`config.mk`:
```
export PLATFORM = sky130hd
export DESIGN_NAME = cmpw_top
export DESIGN_NICKNAME = d
export VERILOG_FILES = /design/src/rtl/cmpw_pkg.sv /design/src/rtl/cmpw_dpath.sv /design/src/rtl/cmpw_ctrl.sv /design/src/rtl/cmpw_top.sv
export SDC_FILE = /design/constraint.sdc
export NUM_CORES = 1
export LEC_CHECK = 0
export ABC_AREA = 1
export CORE_UTILIZATION = 38
export CTS_BUF_LIST = sky130_fd_sc_hd__clkbuf_8
export DETAILED_ROUTE_END_ITERATION = 6
export PLACE_DENSITY = 0.86
export SETUP_SLACK_MARGIN = 0.1
export SYNTH_ARGS = -nofsm -noshare
export SYNTH_HDL_FRONTEND = slang
export SYNTH_SLANG_ARGS = --single-unit
```
`constraint.sdc`:
```
create_clock -name clk -period 1.2 [get_ports clk]
set_clock_uncertainty 0.1 [all_clocks]
set_input_delay 0.24 -clock clk [delete_from_list [all_inputs] [get_ports clk]]
set_output_delay 0.24 -clock clk [all_outputs]
set_load 0.05 [all_outputs]
```
`src/rtl/cmpw_pkg.sv`:
```
package cmpw_pkg;
  localparam int DATA_W   = 8;
  localparam int REF_W    = 3;
  localparam int EN_BIT   = 7;
  localparam int OE_BIT   = 6;
  localparam int EDGE_BIT = 5;
  localparam int RES_BIT  = 0;
  localparam int IRQ_BIT  = 1;

  typedef struct packed {
    logic enable;
    logic edgeRise;
    logic irqClr;
  } cmpStrobe_t;
endpackage

```
`src/rtl/cmpw_dpath.sv`:
```
module cmpw_dpath
  import cmpw_pkg::*;
#(
  parameter int SYNC_STAGES = 2
) (
  input  logic       clk,
  input  logic       rstN,
  input  logic       cmpRawIn,
  input  cmpStrobe_t stb,
  output logic       syncVal,
  output logic       irqFlag
);
  logic [SYNC_STAGES-1:0] syncChain;
  logic prevVal;
  logic edgeHit;

  generate
    for (genvar i = 0; i < SYNC_STAGES; i++) begin : g_sync
      if (i == 0) begin : g_first
        always_ff @(posedge clk or negedge rstN)
          if (!rstN) syncChain[0] <= 1'b0;
          else       syncChain[0] <= cmpRawIn;
      end else begin : g_next
        always_ff @(posedge clk or negedge rstN)
          if (!rstN) syncChain[i] <= 1'b0;
          else       syncChain[i] <= syncChain[i-1];
      end
    end
  endgenerate

  assign syncVal = syncChain[SYNC_STAGES-1];

  // History tracks always, so enabling never sees a stale reset value.
  always_ff @(posedge clk or negedge rstN)
    if (!rstN) prevVal <= 1'b0;
    else       prevVal <= syncVal;

  always_comb begin
    if (stb.edgeRise) edgeHit = stb.enable & syncVal & ~prevVal;
    else              edgeHit = stb.enable & ~syncVal & prevVal;
  end

  // Set wins over clear.
  always_ff @(posedge clk or negedge rstN)
    if (!rstN)           irqFlag <= 1'b0;
    else if (edgeHit)    irqFlag <= 1'b1;
    else if (stb.irqClr) irqFlag <= 1'b0;

  a_r6_irq_sticky: assert property (@(posedge clk) disable iff (!rstN)
    irqFlag && !stb.irqClr |=> irqFlag);
  a_r7_rise_sets: assert property (@(posedge clk) disable iff (!rstN)
    stb.enable && stb.edgeRise && $rose(syncVal) |=> irqFlag);
  a_r7_fall_sets: assert property (@(posedge clk) disable iff (!rstN)
    stb.enable && !stb.edgeRise && $fell(syncVal) |=> irqFlag);
  a_r8_quiet_when_off: assert property (@(posedge clk) disable iff (!rstN)
    !stb.enable && !irqFlag |=> !irqFlag);
  a_r9_set_beats_clear: assert property (@(posedge clk) disable iff (!rstN)
    stb.irqClr && stb.enable && stb.edgeRise && $rose(syncVal) |=> irqFlag);
endmodule

```
`src/rtl/cmpw_ctrl.sv`:
```
module cmpw_ctrl
  import cmpw_pkg::*;
(
  input  logic              clk,
  input  logic              rstN,
  input  logic              regWrEn,
  input  logic              regAddr,
  input  logic [DATA_W-1:0] regWrData,
  output logic [DATA_W-1:0] regRdData,
  input  logic              syncVal,
  input  logic              irqFlag,
  output cmpStrobe_t        stb,
  output logic              cmpEnable,
  output logic              negPinCmp,
  output logic              posPinCmp,
  output logic              outPinCmp,
  output logic              cmpOutPin,
  output logic [REF_W-1:0]  refTap
);
  logic             enBit, oeBit, edgeBit;
  logic [REF_W-1:0] refSel;
  logic             ctrlWr, statWr;

  assign ctrlWr = regWrEn && (regAddr == 1'b0);
  assign statWr = regWrEn && (regAddr == 1'b1);

  always_ff @(posedge clk or negedge rstN)
    if (!rstN) begin
      enBit   <= 1'b0;
      oeBit   <= 1'b0;
      edgeBit <= 1'b0;
      refSel  <= '0;
    end else if (ctrlWr) begin
      enBit   <= regWrData[EN_BIT];
      oeBit   <= regWrData[OE_BIT];
      edgeBit <= regWrData[EDGE_BIT];
      refSel  <= regWrData[REF_W-1:0];
    end

  always_comb begin
    stb.enable   = enBit;
    stb.edgeRise = edgeBit;
    stb.irqClr   = statWr && !regWrData[IRQ_BIT];
  end

  assign cmpEnable = enBit;
  assign negPinCmp = enBit;
  assign posPinCmp = enBit && (refSel == '0);
  assign refTap    = enBit ? refSel : '0;
  assign outPinCmp = enBit && oeBit;
  assign cmpOutPin = enBit && oeBit && syncVal;

  always_comb begin
    regRdData = '0;
    if (regAddr == 1'b0) begin
      regRdData[EN_BIT]      = enBit;
      regRdData[OE_BIT]      = oeBit;
      regRdData[EDGE_BIT]    = edgeBit;
      regRdData[REF_W-1:0]   = refSel;
    end else begin
      regRdData[RES_BIT] = enBit && syncVal;
      regRdData[IRQ_BIT] = irqFlag;
    end
  end

  a_r2_gpio_when_off: assert property (@(posedge clk) disable iff (!rstN)
    !cmpEnable |-> !posPinCmp && !outPinCmp && refTap == '0);
  a_r3_one_pos_source: assert property (@(posedge clk) disable iff (!rstN)
    posPinCmp |-> refTap == '0);
  a_r4_pin_quiet: assert property (@(posedge clk) disable iff (!rstN)
    !outPinCmp |-> !cmpOutPin);
endmodule

```
`src/rtl/cmpw_top.sv`:
```
module cmpw_top
  import cmpw_pkg::*;
#(
  parameter int SYNC_STAGES = 2
) (
  input  logic             clk,
  input  logic             rstN,
  input  logic             regWrEn,
  input  logic             regAddr,
  input  logic [7:0]       regWrData,
  output logic [7:0]       regRdData,
  input  logic             cmpRawIn,
  output logic             cmpEnable,
  output logic             negPinCmp,
  output logic             posPinCmp,
  output logic             outPinCmp,
  output logic             cmpOutPin,
  output logic [2:0]       refTap,
  output logic             irqOut
);
  cmpStrobe_t stb;
  logic syncVal, irqFlag;

  cmpw_ctrl u_ctrl (
    .clk(clk), .rstN(rstN), .regWrEn(regWrEn), .regAddr(regAddr),
    .regWrData(regWrData), .regRdData(regRdData), .syncVal(syncVal),
    .irqFlag(irqFlag), .stb(stb), .cmpEnable(cmpEnable),
    .negPinCmp(negPinCmp), .posPinCmp(posPinCmp), .outPinCmp(outPinCmp),
    .cmpOutPin(cmpOutPin), .refTap(refTap)
  );

  cmpw_dpath #(.SYNC_STAGES(SYNC_STAGES)) u_dpath (
    .clk(clk), .rstN(rstN), .cmpRawIn(cmpRawIn), .stb(stb),
    .syncVal(syncVal), .irqFlag(irqFlag)
  );

  assign irqOut = irqFlag;
endmodule

```
==> results of run 1 <==
## worst max-delay path by stage
stage / end / cells past startpoint
floorplan: posPinCmp / 3
global placement: regRdData[0] / 5
detailed placement: regRdData[0] / 5
CTS: refTap[1] / 3
global route: regRdData[0] / 3
finish: regRdData[0] / 3
## synth_stat cells
| master | n | area share [%] |
|---|---|---|
| conb_1 | 1 | 0.73 |
| nor2_1 | 7 | 5.1 |
| o21a_1 | 4 | 5.8 |
| nand3_1 | 3 | 2.9 |
| nor3_1 | 1 | 0.97 |
| o21ai_0 | 2 | 1.9 |
| nand2_4 | 1 | 2.2 |
| dfrtp_1 | 10 | 49 |
| buf_6 | 1 | 2.2 |
| inv_1 | 11 | 8.0 |
| inv_2 | 1 | 0.73 |
| buf_2 | 1 | 0.97 |
| buf_4 | 3 | 4.4 |
| nand2_1 | 21 | 15 |
## layout by cell type (no fill, tap or decap), types with 5 or more instances in the layout
master,instances
clkdlybuf4s50_1,8
nand2_1,14
dfrtp_1,7
buf_12,15
buf_4,5
nor2_4,5
## report_power, final
group | internal [uW] | switching (uW) | leakage (uW)
sequential | 379 | 61.8 | 0.000111
combinational | 367 | 462 | 0.000375
clock | 290 | 155 | 0.0000288
total | 1040 | 678 | 0.000515
## stage by stage
| stage | cell area (um^2) | total power, uW | setup TNS, ns | hold WS, ns |
|---|---|---|---|---|
| 4_1_cts | 1110 | 1690 | -2.88 | 0.213 |
| 3_5_place_dp | 1020 | 1220 | -3.51 | 0.249 |
| 5_1_grt | 1120 | 1760 | -3.48 | 0.216 |
| 2_1_floorplan | 612 | 844 | -1.91 | -0.156 |
| 6_report | 1120 | 1710 | -3.26 | 0.195 |
| 3_3_place_gp | 1020 | 1200 | -2.97 | 0.233 |
## layer usage
layer / share of wire, % / vias to the layer above / track usage [%]
li1: - / 258 / -
met1: 38 / 263 / 34.1
met2: 47 / 50 / 52.9
met3: 8.1 / 20 / 11.6
met4: 6.9 / 0 / 16.4
met5: 0 / - / 0
## worst reg2reg max path, cell delays in order (launching register included)
cell	delay, ns
dfrtp_2	0.50
buf_4	0.20
nand2_1	0.06
inv_1	0.04
nand2_1	0.09
nand3_2	0.08
## registers in the layout (all words and copies together) (netlist names)
name	count
u_ctrl.refSel	3
u_ctrl.cmpEnable	1
u_ctrl.edgeBit	1
u_ctrl.oeBit	1
u_dpath.irqFlag	1
u_dpath.prevVal	1
u_dpath.syncChain	1
u_dpath.syncVal	1
## layout make-up
type                       instances  area (um^2)
clock buffer                       4         55.1
multi-input combinational         41          282
timing repair buffer              31          449
tap                               14         17.5
sequential                        10          254
inverter                          12         60.1
fill                              37         68.8
## logic make-up after synthesis
| kind of cell | count (synthesis) | share of synthesized area [%] |
|---|---|---|
| compound gates | 6 | 7.79 |
| buf+inv | 17 | 16.3 |
| flops | 10 | 48.7 |
| other cells | 1 | 0.729 |
| simple gates | 33 | 26.5 |
## timing repair
action	in CTS	in global routing
hold buffers	0	0
buffers inserted	1	0
setup endpoints to repair	22	16
resized for setup	15	2
pin swaps	4	2
==> impl_metrics.sql, run 1 <==
INSERT INTO impl_metrics (metric_group, metric, value, unit) VALUES
('synth', 'netlist_area', '514', 'um^2'),
('power_and_ir_drop', 'power_density', '1530', 'mW/mm^2'),
('global_routing', 'pin_count_of_the_biggest_net_entering_global_routing', '12', ''),
('flow_run', 'maxCapViolCount', '0', ''),
('worst_setup_path', 'timing_worst_setup_path_type', 'reg -> out', ''),
('sta', 'post_route_fraction_of_the_period_consumed_by_the_critical_path', '128', '%'),
('worst_setup_path', 'cp_top_family', 'flip-flops', ''),
('sta', 'number_of_failing_hold_endpoints_at_the_final_stage', '0', ''),
('final_layout', 'antenna_cell_count', '0', ''),
('worst_setup_path', 'cp_slowest_stage_delay', '0.50', 'ns'),
('global_routing', 'grt_pass1_vias', '600', ''),
('worst_setup_path', 'reg2reg_from', 'u_ctrl.cmpEnable', ''),
('worst_setup_path', 'end_kind', 'output pin', ''),
('global_routing', 'grt_pass1_wl', '2950', 'um'),
('status', 'violations', 'setup timing', ''),
('clocking', 'clk_transition_reported_paths', '0.05', 'ns'),
('worst_setup_path', 'r2r_setup_slack', '0.02', 'ns'),
('place', 'detailedPlace.worstSlack', '-0.388', 'ns'),
('floorplanning', 'horizontal_extent_of_the_die', '38.8', 'um'),
('detailed_routing', 'drt_first_iter_violations', '8', ''),
('worst_setup_path', 'critPathArrivalTime', '1.19', 'ns'),
('clocking', 'cts-buffers-inserted', '3', ''),
('clocking', 'cts_h_tree_lvls', '1', ''),
('floorplanning', 'die_h', '38.8', 'um'),
('worst_setup_path', 'worst-r2r-cell-count', '5', ''),
('sta', 'setup_slack', '-0.332', 'ns'),
('synth', 'yosysSeqAreaShare', '48.7', '%'),
('clocking', 'cts_tree', 'yes', ''),
('floorplanning', 'number_of_placement_rows', '12', ''),
('detailed_routing', 'overall_via_count_from_detail_route', '591', ''),
('clocking', 'ctsRootBufferMaster', 'clkbuf_8', ''),
('worst_setup_path', 'timing.critical_path.from_type', 'flop', ''),
('detailed_routing', 'route.antenna.remaining_nets', '0', ''),
('sta', 'setup-violations-final', '14', ''),
('final_layout', 'drive_above_1_share', '54.1', '%'),
('hold_path', 'worst_hold_path_type', 'in -> async', ''),
('final_layout', 'finish.cell_count_without_fillers', '112', ''),
('place', 'placement.io_buffers', '25', ''),
('floorplanning', 'floorplan.io_pins', '30', ''),
('worst_setup_path', 'timing.critical_path.fanout_max', '8', ''),
('final_layout', 'post-route-util', '94.2', '%'),
('detailed_routing', 'wirelength', '2020', 'um'),
('floorplanning', 'design.die.area', '0.00150', 'mm^2'),
('sta', 'pins_over_their_slew_limit', '0', ''),
('clocking', 'clock_latency_of_the_later_clocked_register_in_the_worst_skew_pair', '0.24', 'ns'),
('place', 'place.gp.congestion', '0.779', ''),
('worst_setup_path', 'critical_path.cell_chain', 'nand2_4 -> o21ai_4 -> buf_12', ''),
('worst_setup_path', 'worst-path-buf-inv', '1', ''),
('worst_setup_path', 'cp.required', '0.86', 'ns'),
('synth', 'synth_register_bits', '10', ''),
('global_routing', 'gr-total-overflow', '0', ''),
('clocking', 'cts-root-to-sink-buffers', '2', ''),
('power_and_ir_drop', 'irDropWorstVdd', '0.00112', 'V'),
('status', 'outcome', 'finished with violations', ''),
('synth', 'synth.avg_cell_area', '7.68', 'um^2'),
('detailed_routing', 'drt-pass1-iter-count', '4', ''),
('synth', 'yosysWarningCount', '0', ''),
('place', 'placed_cells', '107', ''),
('sta', 'rsz0062_at_grt', 'yes', ''),
('detailed_routing', 'viasPerCell', '5.28', ''),
('final_layout', 'final_net_count', '112', ''),
('worst_setup_path', 'worst_r2r_endpoint', 'u_dpath.irqFlag', ''),
('floorplanning', 'core-area', '0.00119', 'mm^2'),
('synth', 'unique_cell_type_count_in_the_yosys_netlist', '14', ''),
('detailed_routing', 'route.detailed.drc', '0', ''),
('floorplanning', 'initial_core_util', '43.4', '%'),
('place', 'dp_hpwl', '1140', 'um'),
('worst_setup_path', 'slowest_stage', 'dfrtp_2', ''),
('sta', 'fin_crit', '1.53', 'ns'),
('clocking', 'clock_sinks', '10', ''),
('detailed_routing', 'drt-wirelength-per-cell', '18.1', 'um'),
('global_routing', 'grt_usage', '31.5', '%'),
('power_and_ir_drop', 'leakagePower', '0.000515', 'uW'),
('worst_setup_path', 'worst_setup_path_startpoint', 'u_ctrl.cmpEnable', ''),
('synth', 'syn-instance-count', '67', ''),
('sta', 'timing.fmax', '653', 'MHz'),
('final_layout', 'area.growth.synth_to_final', '117', '%'),
('global_routing', 'antenna_found_initial', '0', '');
Power figures use the tool's default switching activity.
==> run 2: changes to the inputs <==
- ABC_CLOCK_PERIOD_IN_PS: unset -> 1200
==> results of run 2 <==
The final DEF is identical to that of run 1; final timing and power are the same.
==> run 3: changes to the inputs <==
- CTS_CLUSTER_DIAMETER: unset -> 30
==> results of run 3 <==
The final DEF is identical to that of run 1; final timing and power are the same.
